**src/rtl/i2cw_pkg.sv**
```systemverilog
package i2cw_pkg;
  localparam int BYTE_W = 8;
  localparam int ADDR_HI_W = 5;
  localparam logic [ADDR_HI_W-1:0] ADDR_HI = 5'b01111;

  typedef enum logic [2:0] {
    PH_IDLE   = 3'd0,
    PH_ADDR   = 3'd1,
    PH_CTRL   = 3'd2,
    PH_PAIR   = 3'd3,
    PH_STREAM = 3'd4
  } phase_t;

  typedef struct packed {
    logic cont;
    logic to_data;
  } ctrl_t;
endpackage

```
**src/rtl/i2cw_addr_check.sv**
```systemverilog
module i2cw_addr_check
  import i2cw_pkg::*;
#(
  parameter logic [1:0] ADDR_LO = 2'b00
) (
  input  logic [BYTE_W-1:0] byte_in,
  output logic              match
);
  localparam int ADDR_W = ADDR_HI_W + 2;
  localparam logic [ADDR_W-1:0] OWN_ADDR = {ADDR_HI, ADDR_LO};

  always_comb begin
    match = (byte_in[BYTE_W-1:1] == OWN_ADDR) && (byte_in[0] == 1'b0);
  end
endmodule

```
**src/rtl/i2cw_phase_fsm.sv**
```systemverilog
module i2cw_phase_fsm
  import i2cw_pkg::*;
(
  input  logic              clk,
  input  logic              rst_n,
  input  logic              start_evt,
  input  logic              stop_evt,
  input  logic              byte_take,
  input  logic [BYTE_W-1:0] byte_in,
  input  logic              addr_hit,
  output logic              ack_fire,
  output logic              ack_good,
  output logic              pay_fire,
  output logic              pay_to_data
);
  phase_t phase;
  ctrl_t  ctrl_q;
  ctrl_t  ctrl_d;
  logic   evt;
  logic   take;

  assign evt    = start_evt | stop_evt;
  assign take   = byte_take & ~evt;
  assign ctrl_d = '{cont: byte_in[7], to_data: byte_in[6]};

  always_ff @(posedge clk or negedge rst_n) begin
    if (!rst_n) begin
      phase  <= PH_IDLE;
      ctrl_q <= '0;
    end else if (start_evt) begin
      phase <= PH_ADDR;
    end else if (stop_evt) begin
      phase <= PH_IDLE;
    end else if (take) begin
      unique case (phase)
        PH_IDLE:   phase <= PH_IDLE;
        PH_ADDR:   phase <= addr_hit ? PH_CTRL : PH_IDLE;
        PH_CTRL: begin
          ctrl_q <= ctrl_d;
          phase  <= ctrl_d.cont ? PH_PAIR : PH_STREAM;
        end
        PH_PAIR:   phase <= PH_CTRL;
        PH_STREAM: phase <= PH_STREAM;
        default:   phase <= PH_IDLE;
      endcase
    end
  end

  always_comb begin
    ack_fire    = take && (phase != PH_IDLE);
    ack_good    = (phase != PH_ADDR) || addr_hit;
    pay_fire    = take && ((phase == PH_PAIR) || (phase == PH_STREAM));
    pay_to_data = ctrl_q.to_data;
  end

  assert_nack_idle_R2: assert property (@(posedge clk) disable iff (!rst_n)
    (phase == PH_ADDR && take && !addr_hit) |=> (phase == PH_IDLE));
  assert_pair_back_R5: assert property (@(posedge clk) disable iff (!rst_n)
    (phase == PH_PAIR && take) |=> (phase == PH_CTRL));
  assert_stream_stays_R6: assert property (@(posedge clk) disable iff (!rst_n)
    (phase == PH_STREAM && !evt) |=> (phase == PH_STREAM));
  assert_start_addr_R9: assert property (@(posedge clk) disable iff (!rst_n)
    start_evt |=> (phase == PH_ADDR));
endmodule

```
**src/rtl/i2cw_out_slot.sv**
```systemverilog
module i2cw_out_slot
  import i2cw_pkg::*;
(
  input  logic              clk,
  input  logic              rst_n,
  input  logic              load,
  input  logic [BYTE_W-1:0] load_byte,
  input  logic              load_to_data,
  input  logic              out_ready,
  output logic              pend,
  output logic [BYTE_W-1:0] out_byte,
  output logic              is_data
);
  always_ff @(posedge clk or negedge rst_n) begin
    if (!rst_n) begin
      pend     <= 1'b0;
      out_byte <= '0;
      is_data  <= 1'b0;
    end else if (load) begin
      pend     <= 1'b1;
      out_byte <= load_byte;
      is_data  <= load_to_data;
    end else if (pend && out_ready) begin
      pend <= 1'b0;
    end
  end

  assert_hold_R7: assert property (@(posedge clk) disable iff (!rst_n)
    (pend && !out_ready) |=> (pend && $stable(out_byte) && $stable(is_data)));
endmodule

```
**src/rtl/i2cw_byte_parser.sv**
```systemverilog
module i2cw_byte_parser
  import i2cw_pkg::*;
#(
  parameter logic [1:0] ADDR_LO = 2'b00
) (
  input  logic              clk,
  input  logic              rst_n,
  input  logic              start_evt,
  input  logic              stop_evt,
  input  logic              in_valid,
  output logic              in_ready,
  input  logic [BYTE_W-1:0] in_byte,
  output logic [BYTE_W-1:0] out_byte,
  output logic              cmd_valid,
  output logic              data_valid,
  input  logic              out_ready,
  output logic              ack_stb,
  output logic              ack_ok
);
  logic addr_hit;
  logic byte_take;
  logic ack_fire;
  logic ack_good;
  logic pay_fire;
  logic pay_to_data;
  logic pend;
  logic is_data;

  assign in_ready  = ~pend;
  assign byte_take = in_valid & in_ready;

  i2cw_addr_check #(.ADDR_LO(ADDR_LO)) u_addr (
    .byte_in (in_byte),
    .match   (addr_hit)
  );

  i2cw_phase_fsm u_fsm (
    .clk         (clk),
    .rst_n       (rst_n),
    .start_evt   (start_evt),
    .stop_evt    (stop_evt),
    .byte_take   (byte_take),
    .byte_in     (in_byte),
    .addr_hit    (addr_hit),
    .ack_fire    (ack_fire),
    .ack_good    (ack_good),
    .pay_fire    (pay_fire),
    .pay_to_data (pay_to_data)
  );

  i2cw_out_slot u_slot (
    .clk          (clk),
    .rst_n        (rst_n),
    .load         (pay_fire),
    .load_byte    (in_byte),
    .load_to_data (pay_to_data),
    .out_ready    (out_ready),
    .pend         (pend),
    .out_byte     (out_byte),
    .is_data      (is_data)
  );

  assign cmd_valid  = pend & ~is_data;
  assign data_valid = pend & is_data;

  always_ff @(posedge clk or negedge rst_n) begin
    if (!rst_n) begin
      ack_stb <= 1'b0;
      ack_ok  <= 1'b0;
    end else begin
      ack_stb <= ack_fire;
      ack_ok  <= ack_fire & ack_good;
    end
  end

  assert_ack_after_take_R3: assert property (@(posedge clk) disable iff (!rst_n)
    ack_stb |-> $past(in_valid && in_ready));
  assert_no_take_blocked_R8: assert property (@(posedge clk) disable iff (!rst_n)
    (in_valid && !in_ready) |=> !ack_stb);
  assert_event_discard_R9: assert property (@(posedge clk) disable iff (!rst_n)
    (start_evt || stop_evt) |=> !ack_stb);
  assert_one_target_R7: assert property (@(posedge clk) disable iff (!rst_n)
    $onehot0({cmd_valid, data_valid}));
endmodule

```
**config.mk**
```make
export PLATFORM = sky130hd
export DESIGN_NAME = i2cw_byte_parser
export DESIGN_NICKNAME = d
export VERILOG_FILES = /design/src/rtl/i2cw_pkg.sv /design/src/rtl/i2cw_addr_check.sv /design/src/rtl/i2cw_phase_fsm.sv /design/src/rtl/i2cw_out_slot.sv /design/src/rtl/i2cw_byte_parser.sv
export SDC_FILE = /design/constraint.sdc
export NUM_CORES = 1
export LEC_CHECK = 0
export BUFFER_PORTS_ARGS = -buffer_cell sky130_fd_sc_hd__buf_2
export CAP_MARGIN = 20
export CORE_MARGIN = 1.5
export CORE_UTILIZATION = 49
export DETAILED_ROUTE_END_ITERATION = 6
export PLACE_DENSITY = 0.91
export SLEW_MARGIN = 25
export SYNTH_ARGS = -nofsm -noshare
export SYNTH_HDL_FRONTEND = slang
export SYNTH_SLANG_ARGS = --single-unit
```
**constraint.sdc**
```tcl
create_clock -name clk -period 4.2 [get_ports clk]
set_input_delay 0.84 -clock clk [delete_from_list [all_inputs] [get_ports clk]]
set_output_delay 0.84 -clock clk [all_outputs]
set_load 0.01 [all_outputs]
```
==> out/summary.md <==
For the achievable clock frequency, the log shows 463.1 MHz. The sort of element at the start of the critical path was an input pin. Buffers inserted to repair hold after CTS numbered 0. 0 antenna diodes ended up in the layout. The critical path is of the in -> reg type.

The first global-routing pass estimated 2.152 mm of wire. Summing over every cut layer, the via total after detailed routing is 554. After synthesis, the largest family of logic cells by area is simple AND/OR/NAND/NOR gates.

When the netlist entered floorplanning its net count stood at 72. TritonCTS built the clock tree. Max-slew violation total from the final report: 0. The total area inside the core boundary comes to 1334 sq um. Insertion delay of the later-clocked pin in the worst-skew pair: 280 ps.

The logs give 0 for the number of violations of the max-capacitance limit and 17 for the largest net degree at the start of global routing. The maximum buffer depth of the clock tree was 2; the async set-reset flop share out of synthesis was 100.0%. At the pin with the least slew margin, the transition time is 340.0 ps. The total die area was 1724 sq um. The final weighted congestion in routability-driven placement came out at 0.7986. The most critical setup path has its startpoint at stop_evt. From synthesis to final layout, the design area changed by 22.38%. In this run the remaining antenna-violating nets after routing total 0. After Yosys synthesis, full adders, half adders and majority gates account for 0% of the synthesized area.

For the clock net sink count, the log shows 16. The synthesized netlist contains 25 unique library cells. The logs give 726.9 sq um for the summed instance area of the synthesized netlist and 450.1 ps for the worst-case hold slack. The worst pin sits at a relative slew slack of 77.34%.

The run gives 889.6 sq um as the final design area excluding fillers. Setup repair after global routing left no endpoint under its margin. For the worst setup path, the data arrival time is 2330 ps. After filler insertion, the fill cell instance count of the layout stands at 110.

Initial antenna violation count: 0. Most common flop cell mapped by yosys: sky130_fd_sc_hd__dfrtp_1. The simple-gate area share of the yosys netlist came out at 17.21%. Fraction of synthesized cell area in xor and xnor cells: 0%.

In this run the worst path has a maximum fanout of 10. For this run, the total global-route usage over all layers was measured as 16.28%. The type of destination of the critical path is a flop. After the last flow step, the layout net total stands at 101. The number of hold violations in the final report is 0, and the complex-gate fraction of the synthesized area is 9.122%. The floorplan step set the die width to 41.52 microns. In the final routed layout, each cell accounts on average for 13.10 microns. The worst IR drop on VDD was 167.3 uV; the number of cells upsized or downsized after cts was 0. Of all cell types, the one taking the most synthesized area is sky130_fd_sc_hd__dfrtp_1. Of the synthesized area, sequential elements account for 55.08%.

The HPWL after detailed placement is 988.7 microns. The post-synthesis area per instance came out at 12.53 sq um. The run gives 0 as the remaining routing DRC violations. The die height was 41.52 microns; the number of flops mapped to enable cells by yosys was 0.

Synthesis produced a netlist whose cell count is 58. Summed over all failing endpoints, the final setup total negative slack is 0 ps. The number of global-route vias before repair came out at 523.

The area share of the largest cell type after synthesis works out to 55.08%. The violation count after the first detailed-route iteration came out at 10. Counting flops and latches in the post-synthesis netlist gives 16. Leakage power of the design: 0.4557 nW. For this configuration, the core starts out at a cell density of 54.50%.

In the routed layout, each cell is associated on average with a via count of 5.540. The total number of yosys warnings came out at 0. The run finished with clean final reports. The logs give 66.70% for the final core area utilization and 4 for the number of optimization iterations in the first detailed-route pass. In this run the critical register-to-register path is launched from u_slot.pend$_DFFE_PN0P_.

The worst path uses 51.42% of the clock period. The total of endpoints with negative setup slack in the final report is 0. The multiplexer area fraction after synthesis was 16.87%; the power density normalized to cell area was 291.4 nW/um^2. The post-layout minimum cycle time is 2160 ps, and the number of buffers inserted during clock tree synthesis is 3. The number of setup buffers added after CTS is 0. I/O pin count: 27. In the post-synthesis netlist, the biggest area contributors are sky130_fd_sc_hd__dfrtp_1 55%, sky130_fd_sc_hd__mux2_2 15%, sky130_fd_sc_hd__a21oi_4 2.2%, sky130_fd_sc_hd__nor3_1 2.1%, sky130_fd_sc_hd__nor2_1 2.1%.

Wires add up to 1.310 mm. After clock tree synthesis, the clock-pin slew on the worst setup and hold paths is 90 ps. The row count is 13.

The total overflow left after global routing is 0. For the overall power, the log shows 0.0002592 W. The run gives 1 as the H-tree depth reported by CTS. The tree is rooted in a sky130_fd_sc_hd__clkbuf_4. The tightest min-delay check is of the in -> async type. In this run the tool buffered the top-level ports with 26 buffer cells. Cells with a size suffix above 1 make up 48.24% of the layout. The data required time of the worst path is 4370 ps, and the post-place instance area is 867.1 sq um. The run gives 3.817 ps as the clock skew.
[report_power, final]
group	leakage (nW)	internal, W	total (W)	switching (W)
Clock	0.0138	0.0000332	0.0000768	0.0000436
Sequential	0.218	0.000157	0.000160	0.00000304
Combinational	0.224	0.0000103	0.0000219	0.0000116
[kinds of logic after synthesis]
| kind of cell | count (synthesis) |
|---|---|
| flops | 16 |
| simple gates | 20 |
| compound gates | 8 |
| mux | 11 |
| buf+inv | 3 |
[final cells by class]
type                    count  area (sq um)  area share (%)
flip-flops and latches     16         400.4           45.01
multi-input cells          39         314.1           35.30
repair buffers             26         130.1           14.63
clock buffers               3         22.52           2.532
well taps                  15         18.77           2.110
inverters                   1         3.754          0.4219
[cells in the mapped netlist, types with 2 or more instances]
cell type / instances
sky130_fd_sc_hd__o21bai_1: 2
sky130_fd_sc_hd__nor3_1: 3
sky130_fd_sc_hd__mux2_2: 10
sky130_fd_sc_hd__dfrtp_1: 16
sky130_fd_sc_hd__nand2b_1: 2
sky130_fd_sc_hd__nor2_1: 4
sky130_fd_sc_hd__and2_1: 2
sky130_fd_sc_hd__nand3_1: 2
[per-layer routing]
metal	up-vias	global-route usage, %	share of wire, %
met5	-	0	0
met4	0	14.19	0.61
met3	2	3.043	6.3
met2	25	21.25	45
met1	258	22.73	47
li1	269	-	-
[registers in the layout (all words and copies together), names as in the netlist]
register / flops
u_slot.out_byte: 8
u_slot.is_data: 1
u_slot.pend: 1
u_fsm.pay_to_data: 1
ack_ok: 1
ack_stb: 1
u_fsm.phase: 3
[layout by cell type, fill, tap and decap left out, drive strengths merged]
cell type / n
or3b: 1
nand3b: 1
or4: 1
o31ai: 1
clkbuf: 3
a21oi: 2
nor3: 3
buf: 26
and4b: 1
a31oi: 1
and2: 2
a311oi: 1
inv: 1
nand2b: 2
o21bai: 2
dfrtp: 16
o21a: 1
nor4bb: 1
or4b: 1
nand3: 2
mux2i: 1
mux2: 10
nand2: 1
nor2: 4
[worst max-delay path, cell delays in order]
cell	delay (ps)
sky130_fd_sc_hd__buf_2	120
sky130_fd_sc_hd__or4b_1	650
sky130_fd_sc_hd__a21oi_4	330
sky130_fd_sc_hd__mux2_2	380
[final timing paths]
| kind | to | slack (ps) | cells after the start |
|---|---|---|---|
| setup / recovery | u_slot.out_byte[6]$_DFFE_PN0P_ | 2040 | 4 |
| hold / removal | u_fsm.phase[0]$_DFFE_PN0P_ | 450 | 1 |
| setup reg to reg | u_slot.out_byte[6]$_DFFE_PN0P_ | 2320 | 3 |
| hold reg to reg | u_slot.is_data$_DFFE_PN0P_ | 510 | 1 |
| max in group asynchronous | ack_ok$_DFF_PN0_ | 3500 | 1 |
| min in group clk | u_slot.is_data$_DFFE_PN0P_ | 510 | 1 |
[per-stage QoR]
step	setup slack (ps)	std cells
4_1_cts	2041	100
3_3_place_gp	1779	97
6_report	2040	100
5_1_grt	1981	100
3_5_place_dp	1737	97
2_1_floorplan	1988	58
(Power assumes the default switching activity.)
